$ cat src/rtl/chan_sema_pkg.sv
package chan_sema_pkg;

  localparam int SEMA_CNT_W   = 8;
  localparam int SEMA_REG_W   = 32;
  localparam int SEMA_INC_LSB = 0;
  localparam int SEMA_CNT_LSB = 16;

  // Outcome of one cycle of the take handshake.
  typedef enum logic [1:0] {
    TAKE_IDLE  = 2'b00,
    TAKE_GRANT = 2'b01,
    TAKE_STALL = 2'b10
  } take_state_e;

endpackage

$ cat src/rtl/sema_sat_adder.sv
module sema_sat_adder #(
  parameter int CNT_W = 8
) (
  input  logic [CNT_W-1:0] cur_count,
  input  logic             add_en,
  input  logic [CNT_W-1:0] add_val,
  output logic [CNT_W-1:0] sum_count,
  output logic             saturated
);

  localparam logic [CNT_W-1:0] CNT_MAX = {CNT_W{1'b1}};

  // Wide sum, so that a carry out of the count width shows as saturation.
  function automatic logic [CNT_W:0] wide_sum(input logic [CNT_W-1:0] a,
                                              input logic [CNT_W-1:0] b);
    return {1'b0, a} + {1'b0, b};
  endfunction

  logic [CNT_W:0] raw_sum;

  always_comb begin
    raw_sum   = wide_sum(cur_count, add_en ? add_val : '0);
    saturated = raw_sum[CNT_W];
    sum_count = saturated ? CNT_MAX : raw_sum[CNT_W-1:0];
  end

  // the clamped sum never falls below the starting count
  always_comb begin
    assert_sum_monotonic_R9: assert (sum_count >= cur_count);
  end

endmodule

$ cat src/rtl/sema_take_arb.sv
module sema_take_arb #(
  parameter int CNT_W = 8
) (
  input  logic [CNT_W-1:0]              avail,
  input  logic                          req,
  output chan_sema_pkg::take_state_e    state,
  output logic [CNT_W-1:0]              next_count
);
  import chan_sema_pkg::*;

  function automatic take_state_e judge(input logic [CNT_W-1:0] a, input logic r);
    if (!r)            return TAKE_IDLE;
    else if (a == '0)  return TAKE_STALL;
    else               return TAKE_GRANT;
  endfunction

  always_comb begin
    state      = judge(avail, req);
    next_count = (state == TAKE_GRANT) ? avail - 1'b1 : avail;
  end

  // a grant and a stall never come together, and a request always gets one of them
  always_comb begin
    assert_outcome_onehot_R4: assert (!req || state == TAKE_GRANT || state == TAKE_STALL);
  end

endmodule

$ cat src/rtl/sema_reg_view.sv
module sema_reg_view #(
  parameter int REG_W   = 32,
  parameter int CNT_W   = 8,
  parameter int CNT_LSB = 16
) (
  input  logic [CNT_W-1:0] count,
  output logic [REG_W-1:0] rd_data
);

  localparam int CNT_MSB = CNT_LSB + CNT_W - 1;

  for (genvar b = 0; b < REG_W; b++) begin : g_bit
    if (b >= CNT_LSB && b <= CNT_MSB) begin : g_cnt
      assign rd_data[b] = count[b - CNT_LSB];
    end else begin : g_zero
      assign rd_data[b] = 1'b0;
    end
  end

  // the count field carries the count and the rest is empty
  always_comb begin
    assert_view_field_R6: assert (rd_data[CNT_MSB:CNT_LSB] == count);
    assert_view_zero_R6:  assert ((rd_data & ~({{(REG_W-CNT_W){1'b0}}, {CNT_W{1'b1}}} << CNT_LSB)) == '0);
  end

endmodule

$ cat src/rtl/chan_sema_top.sv
module chan_sema_top #(
  parameter int REG_W   = chan_sema_pkg::SEMA_REG_W,
  parameter int CNT_W   = chan_sema_pkg::SEMA_CNT_W,
  parameter int INC_LSB = chan_sema_pkg::SEMA_INC_LSB,
  parameter int CNT_LSB = chan_sema_pkg::SEMA_CNT_LSB
) (
  input  logic             clk,
  input  logic             rst,
  input  logic             reg_wr_en,
  input  logic [REG_W-1:0] reg_wr_data,
  output logic [REG_W-1:0] reg_rd_data,
  input  logic             take_req,
  output logic             take_grant,
  output logic             take_stall,
  output logic [CNT_W-1:0] dbg_count,
  output logic             dbg_ovf
);
  import chan_sema_pkg::*;

  localparam int INC_MSB = INC_LSB + CNT_W - 1;

  logic [CNT_W-1:0] count_q;
  logic             ovf_q;
  logic [CNT_W-1:0] inc_val;
  logic [CNT_W-1:0] after_add;
  logic             add_sat;
  logic [CNT_W-1:0] count_d;
  take_state_e      take_state;

  // Named events for the checks below.
  logic             ev_add;
  logic             ev_grant;
  logic             ev_stall;

  // Only the increment field is used; the other write bits are dropped.
  logic [REG_W-1:0] unused_wr_bits;
  assign unused_wr_bits = reg_wr_data & ~({{(REG_W-CNT_W){1'b0}}, {CNT_W{1'b1}}} << INC_LSB);
  assign inc_val        = reg_wr_data[INC_MSB:INC_LSB];

  sema_sat_adder #(.CNT_W(CNT_W)) u_add (
    .cur_count (count_q),
    .add_en    (reg_wr_en),
    .add_val   (inc_val),
    .sum_count (after_add),
    .saturated (add_sat)
  );

  sema_take_arb #(.CNT_W(CNT_W)) u_arb (
    .avail      (after_add),
    .req        (take_req & ~rst),
    .state      (take_state),
    .next_count (count_d)
  );

  sema_reg_view #(.REG_W(REG_W), .CNT_W(CNT_W), .CNT_LSB(CNT_LSB)) u_view (
    .count   (count_q),
    .rd_data (reg_rd_data)
  );

  assign ev_add   = reg_wr_en;
  assign ev_grant = (take_state == TAKE_GRANT);
  assign ev_stall = (take_state == TAKE_STALL);

  always_ff @(posedge clk) begin
    if (rst) begin
      count_q <= '0;
      ovf_q   <= 1'b0;
    end else begin
      count_q <= count_d;
      if (add_sat) ovf_q <= 1'b1;
    end
  end

  assign take_grant = ev_grant;
  assign take_stall = ev_stall;
  assign dbg_count  = count_q;
  assign dbg_ovf    = ovf_q;

  // nothing is granted or stalled during reset
  always_comb begin
    if (rst) assert_reset_quiet_R1: assert (!take_grant && !take_stall);
  end

  // reset empties the count and the flag
  assert_reset_clear_R1: assert property (@(posedge clk) rst |=> (count_q == '0 && !ovf_q));

  // a take without an add removes exactly one unit
  assert_take_step_R3: assert property (@(posedge clk) disable iff (rst)
    (ev_grant && !ev_add) |=> count_q == $past(count_q) - 1'b1);

  // a take at zero without an add stalls
  assert_zero_stall_R4: assert property (@(posedge clk) disable iff (rst)
    (take_req && !ev_add && count_q == '0) |-> (take_stall && !take_grant));

  // a stall leaves the count where it was
  assert_stall_hold_R4: assert property (@(posedge clk) disable iff (rst)
    ev_stall |=> $stable(count_q));

  // an add of one with a take at zero is granted
  assert_collide_grant_R5: assert property (@(posedge clk) disable iff (rst)
    (take_req && ev_add && inc_val != '0) |-> take_grant);

  // with no add and no grant the count holds
  assert_idle_hold_R8: assert property (@(posedge clk) disable iff (rst)
    (!ev_add && !ev_grant) |=> $stable(count_q));

  // the overflow flag stays set
  assert_ovf_sticky_R9: assert property (@(posedge clk) disable iff (rst)
    ovf_q |=> ovf_q);

  // a request is stalled only when the count is empty
  assert_no_overflow_stall_R10: assert property (@(posedge clk) disable iff (rst)
    take_stall |-> (count_q == '0));

endmodule

$ cat config.mk
export PLATFORM = sky130hd
export DESIGN_NAME = chan_sema_top
export DESIGN_NICKNAME = d
export VERILOG_FILES = /design/src/rtl/chan_sema_pkg.sv /design/src/rtl/sema_sat_adder.sv /design/src/rtl/sema_take_arb.sv /design/src/rtl/sema_reg_view.sv /design/src/rtl/chan_sema_top.sv
export SDC_FILE = /design/constraint.sdc
export NUM_CORES = 1
export LEC_CHECK = 0
export ABC_AREA = 1
export ABC_CLOCK_PERIOD_IN_PS = 5900
export BUFFER_PORTS_ARGS = -buffer_cell sky130_fd_sc_hd__buf_4
export CAP_MARGIN = 10
export CORE_UTILIZATION = 30
export DETAILED_ROUTE_END_ITERATION = 7
export PLACE_DENSITY = 0.57
export REMOVE_ABC_BUFFERS = 1
export SYNTH_ARGS = -nofsm -noshare
export SYNTH_HDL_FRONTEND = slang
export SYNTH_SLANG_ARGS = --single-unit
export TNS_END_PERCENT = 20
$ cat constraint.sdc
create_clock -name clk -period 5.9 [get_ports clk]
set_input_delay 0.885 -clock clk [delete_from_list [all_inputs] [get_ports clk]]
set_output_delay 0.885 -clock clk [all_outputs]
set_load 0.01 [all_outputs]
==> impl_results.md, run 1 <==
- Placed insts: 313
- Final Non-Filler Cells: 317
- Starting Density: 31.2%
- Highest-delay cell along the critical path: fa_1
- DRC: 0
- Number of buffers on the longest clock path: 2
- Yosys cell types: 28
- Top post-synthesis cells by count: 48 x nand2_1, 37 x inv_1, 32 x buf_4
- DR pass1 iterations: 4
- H-tree levels: 1
- Top_reg_cell synth: dfxtp_1
- Final min period: 4160 ps
- Grt ovf: 0
- First DRT Iteration DRCs: 54
- Buffers added on ports: 30
- Share of layout cells above drive strength 1: 28.4%
- Largest net degree at the start of global routing: 9
- Avg WL per Cell: 8.68 um
- Peak VDD IR: 0.0756 mV
- Reg2Reg Depth: 15
- Synth Register Bits: 9
- Setup Fix Bufs, Post-CTS: 0
- GRT Util Overall: 11.3%
- CP Max Fanout: 8
- Setup_tns: 0 ps
- Min-Delay Path Depth: 2
- GPL Wtd Cong: 0.818
- Reg2reg end: dbg_count[1]
- Final number of hold-violating endpoints: 0
- Clock-pin slew on the worst setup and hold paths: 40 ps
- Mapped Area: 1480 sq um
- Max Cap Viol: 0
- Sink Count: 9
- R2R setup slack: 3300 ps
- Nets: 298
- Crit share post-route: 70.6%
- Syn Area/Cell: 6.57 sq um
- CP max stage delay: 430 ps
- Inserted Diodes: 0
- Hold_buf cts: 0
- Number of enable flip-flop cells after synthesis: 0
- Clock skew: 0.634 ps
- CP Launch Type: input port
- Req. time, crit path: 5020 ps
- Critical path class: in2out
- Post-detail-place hpwl: 2440 um
- Tot Pwr: 510 uW
- Io pins: 79
- Worst Setup SP: reg_wr_en
- Share of the yosys chip area belonging to registers: 12.1%
- Via/cell ratio: 3.91
- Placement row count: 25
- Chip width: 72.3 um
- Core Area: 4750 sq um
- Highest achievable clock rate: 240 MHz
- Final Max Tran Viols: 0
- First-pass GRT wire length: 4690 um
- Most common cell in the netlist: nand2_1
- WP data arrival: 3280 ps
- CTS Buf Count: 3
- CTS tree: built
- Initial antenna violation count: 0
- # setup viols final: 0
- Root buffer cell: clkbuf_8
- Leakage: 0.993 nW
- Area contributors post-synth: buf_4 16%, dfxtp_1 12%, nand2_1 12%
- RSZ-0062 raised after global routing: false
- Worst Setup End Kind: primary output
- ANT nets after route: 0
- Share of the synthesized area in the top cell type: 16.2%
- Total Wirelength: 2750 um
- Vias in the first global route: 1127
- Syn. warnings: 0
- DIE HEIGHT: 72.3 um
- Gate Count Post-Synth: 226
- Cts repair resizes: 0
- DR vias: 1240
- CP cell instances: buf_4 > nand2_1 > inv_1 > ha_1 > fa_1 > nand2_1 > nand2_2 > nand3_2 > nand2_4 > nor2_1 > ha_1 > inv_1 > nor2_2 > nand3_4 > nand2_4 > inv_2 > buf_4
- Reg-to-reg startpoint: dbg_count[0]
- Cell accounting for the most synthesized area: buf_4
- Worst skew pair latency: 230 ps
- Outcome: finished, final reports clean
- FFs w/ async S/R, synth: 0%
- Hold Path Class: reg2reg
- Die area: 5230 sq um
- Power density cells: 304 nW/um^2
- Syn-to-layout area delta: 13.2%
- End of the critical path: take_grant
[where the power goes]
| group | switching (mW) | internal (mW) |
|---|---|---|
| clock network | 0.0222 | 0.0469 |
| registers | 0.0137 | 0.0759 |
| logic | 0.211 | 0.140 |
[cell usage in the layout, fill, tap and decap left out]
cell type and instances:
nand2_1 48, nand3_2 7, dfxtp_1 9, clkbuf_8 3
fa_1 1, inv_2 3, nor2_4 4, xor2_1 2
buf_4 30, nor2_1 17, conb_1 24, xnor2_1 1
a21oi_1 6, nand2_4 3, or2_4 1, a21oi_4 1
nand3_4 2, nand4_1 3, clkbuf_1 1, inv_4 1
clkinv_1 1, o21ai_1 1, o21ai_0 1, nand2_2 9
ha_1 10, nor2_2 5, nand3_1 17, nor2_8 2
inv_1 37
[critical path: cells and delay by family]
| kind | cells | cell delay [ps] |
|---|---|---|
| buffers and inverters | 5 | 420 |
| AND/OR/NAND/NOR | 9 | 1140 |
| adder cells (fa/ha/maj) | 3 | 830 |
[sequential cells by signal (all words and copies together) (netlist names)]
| register | cells |
|---|---|
| dbg_count | 8 |
| dbg_ovf | 1 |
[metal layers]
| metal | GRT usage (%) | routed length, um | up-vias |
|---|---|---|---|
| met5 | 0 | 0 | - |
| met4 | 4.58 | 27 | 0 |
| met3 | 0.417 | 34 | 2 |
| met2 | 21.3 | 1440 | 15 |
| met1 | 13.3 | 1250 | 545 |
| li1 | - | - | 678 |
[cells by family after synthesis]
group / after synthesis / synth area share, %
xor gates and xnor gates: 3 / 1.77
buffers and inverters: 75 / 27.2
adders and majority gates: 11 / 9.78
DFF: 9 / 12.1
and+or+nand+nor: 118 / 45.0
other: 1 / 0.253
AOI/OAI and AO/OA: 9 / 3.79
[through the flow]
stage | hold slack, ps | instance area [sq um] | worst slack (ps) | utilization (%)
2_1_floorplan | 514 | 1330 | 2210 | -
3_3_place_gp | 468 | 1640 | 1730 | 34.4
3_5_place_dp | 476 | 1640 | 1720 | 34.4
4_1_cts | 490 | 1680 | 1710 | 35.3
5_1_grt | 519 | 1680 | 1540 | 35.3
6_report | 481 | 1680 | 1740 | 35.3
[layout make-up]
cell class	instances	area, sq um
fill	540	3070
multi-input combinational	165	986
timing repair buffer	30	225
sequential	9	180
inverter	42	160
tap	67	83.8
clock buffer	4	45.0
[worst min-delay path by stage]
stage          startpoint  endpoint  slack (ps)
2_1_floorplan     dbg_ovf   dbg_ovf         510
3_3_place_gp      dbg_ovf   dbg_ovf         470
3_5_place_dp      dbg_ovf   dbg_ovf         480
4_1_cts           dbg_ovf   dbg_ovf         490
5_1_grt           dbg_ovf   dbg_ovf         520
6_report          dbg_ovf   dbg_ovf         480
(Power assumes the default switching activity.)
==> inputs of run 2 (changes only) <==
Settings changed: ABC_CLOCK_PERIOD_IN_PS 5900 to 3400, PLACE_DENSITY 0.57 to 0.59.
Clock period 5.9 ns to 3.4 ns, I/O delays scaled along.
==> run 2 against run 1 <==
  * Setup slack lost 1500 ps
  * Total power is 79% higher
  * Combinational power grew 80%
  * Clock power increased by 80%
  * Clock skew grew 6.1 ps
  * Wire length grew 3.8%
  * Final cell count grew 0.95%
  * Flip-flop and latch count unchanged
  * Core utilization grew 0.66 points
  * Worst hold slack improved by 3.0 ps
==> impl_results.md, run 2 (synthesis gave the netlist of run 1 again) <==
- GRT Util Overall: 11.4% (+0.11 points)
- Core Area: 4750 sq um (unchanged)
- Buffers added on ports: 30 (unchanged)
- R2R setup slack: 880 ps (-2420 ps)
- First-pass GRT wire length: 4720 um (+0.73%)
- Highest achievable clock rate: 313 MHz
- Clock group share of total power: 13.6% (about the same)
- Switching share of power: 49.0% (+0.58 points)
- Critical path class: in2out
- Placement row count: 25 (unchanged)
- GPL Wtd Cong: 0.793 (-3.0%)
- Initial antenna violation count: 0 (unchanged)
- Outcome: finished, final reports clean
- Worst Setup SP: reg_wr_en
- Peak VDD IR: 0.132 mV (+74%)
- Io pins: 79 (unchanged)
- Most used cell, CP: inv_1
- Max Cap Viol: 0 (unchanged)
- CP Launch Type: input port
- Chip width: 72.3 um (unchanged)
- Req. time, crit path: 2890 ps (-2130 ps)
- Inserted Diodes: 0 (unchanged)
- Largest net degree at the start of global routing: 9 (unchanged)
- Root buffer cell: clkbuf_8
- Hold Path Class: in2reg
- Worst Setup End Kind: primary output
- Setup_tns: 0 ps (unchanged)
- CP Max Fanout: 8 (unchanged)
- Power density cells: 533 nW/um^2 (+76%)
- Die area: 5230 sq um (unchanged)
- Final Max Tran Viols: 0 (unchanged)
- Grt ovf: 0 (unchanged)
- Commonest non-fill, non-tap cells in the layout: 48 x nand2_1, 37 x inv_1, 33 x buf_4, 24 x conb_1, 17 x nand3_1
- Starting Density: 31.2% (unchanged)
- Reg-to-reg startpoint: dbg_count[0]
- Sink Count: 9 (unchanged)
- Via/cell ratio: 3.97 (+1.4%)
- CTS tree: built
- Reg2reg end: dbg_count[3]
- WP data arrival: 2690 ps (-590 ps)
- Syn-to-layout area delta: 15.3%
- DR pass1 iterations: 4 (unchanged)
- Crit share post-route: 94.0%
- Share of layout cells above drive strength 1: 30.0% (+1.6 points)
- Total Wirelength: 2860 um (+3.8%)
- Highest-delay cell along the critical path: fa_1
- Power share of the combinational group: 69.4% (+0.5 points)
- Internal power: 466 uW (+77%)
- Post-detail-place hpwl: 2450 um (+0.23%)
- CTS Buf Count: 3 (unchanged)
- Final number of hold-violating endpoints: 0 (unchanged)
- DRC: 0 (unchanged)
- CP cell instances: buf_4 > nand2_1 > inv_1 > ha_1 > fa_1 > nand2_1 > nand2_2 > nand3_2 > nand3_2 > inv_1 > ha_1 > inv_1 > nor2_4 > nand3_4 > nand2_4 > inv_2 > buf_4
- Max FFs per register: 8 (unchanged)
- Nets: 301 (+1.0%)
- RSZ-0062 raised after global routing: false
- Setup Fix Bufs, Post-CTS: 0 (unchanged)
- Reg2Reg Depth: 15 (unchanged)
- Clock-pin slew on the worst setup and hold paths: 50 ps (about the same)
- First DRT Iteration DRCs: 72 (+33%)
- DIE HEIGHT: 72.3 um (unchanged)
- Worst skew pair latency: 230 ps (about the same)
- Number of buffers on the longest clock path: 2 (unchanged)
- Final min period: 3200 ps
- Commonest non-fill, non-tap cell in the layout: nand2_1
- Sequential cell fraction of total power: 17.0% (-0.6 points)
- ANT nets after route: 0 (unchanged)
- CP max stage delay: 420 ps (about the same)
- Leakage: 1.01 nW (+1.8%)
- Psw: 447 uW (+81%)
- Avg WL per Cell: 8.92 um (+2.8%)
- Vias in the first global route: 1096 (-2.8%)
- Clock skew: 6.75 ps (+6.11 ps)
- Tot Pwr: 913 uW (+79%)
- # setup viols final: 0 (unchanged)
- DR vias: 1269 (+2.3%)
- End of the critical path: take_grant
- H-tree levels: 1 (unchanged)
==> run 2: area by class of cell <==
type,count,area (sq um)
tap,67,83.8
clock buffer,3,41.3
sequential,9,180
fill,532,3040
clock inverter,1,5.00
inverter,42,160
timing repair buffer,33,248
multi-input combinational,165,993
==> run 2: timing repair <==
item / 4_1_cts / 5_1_grt
hold buffers: 0 / 0
gates resized for setup: 0 / 2
setup endpoints to repair: 0 / 2
==> run 2: power groups by stage <==
stage	logic, mW	registers, mW	clock network, mW
after global placement	0.619	0.157	0
after floorplan	0.437	0.178	0
after detailed placement	0.625	0.158	0
after CTS	0.629	0.157	0.124
final	0.634	0.155	0.124
after global routing	0.708	0.160	0.134
==> run 2: worst min path at each step <==
| stage | startpoint | to | slack [ps] | cells past startpoint |
|---|---|---|---|---|
| after global routing | rst | dbg_count[2] | 490 | 2 |
| final | rst | dbg_count[4] | 480 | 2 |
| after detailed placement | dbg_ovf | dbg_ovf | 470 | 2 |
| after floorplan | dbg_ovf | dbg_ovf | 510 | 2 |
| after CTS | rst | dbg_count[4] | 480 | 2 |
| after global placement | dbg_ovf | dbg_ovf | 470 | 2 |
==> run 2: critical path: cells and delay by family <==
family | cells | cell delay (ps)
buffers and inverters | 6 | 540
AND/OR/NAND/NOR | 8 | 870
adder cells (fa/ha/maj) | 3 | 760
==> run 2: metal layers <==
metal	GRT usage [%]	up-vias	routed length, um
met3	0.833	4	81
met4	5.23	0	45
met5	0	-	0
met1	13.3	551	1260
li1	-	684	-
met2	21.1	30	1470
==> run 2: per-stage QoR <==
step	cells	hold slack [ps]	cell area, sq um	utilization [%]	setup WS, ps
6_report	320	484	1710	36.0	203
2_1_floorplan	216	514	1330	-	462
5_1_grt	320	488	1710	36.0	27.9
3_5_place_dp	316	471	1660	34.9	155
4_1_cts	320	481	1700	35.8	147
3_3_place_gp	316	468	1660	34.9	186
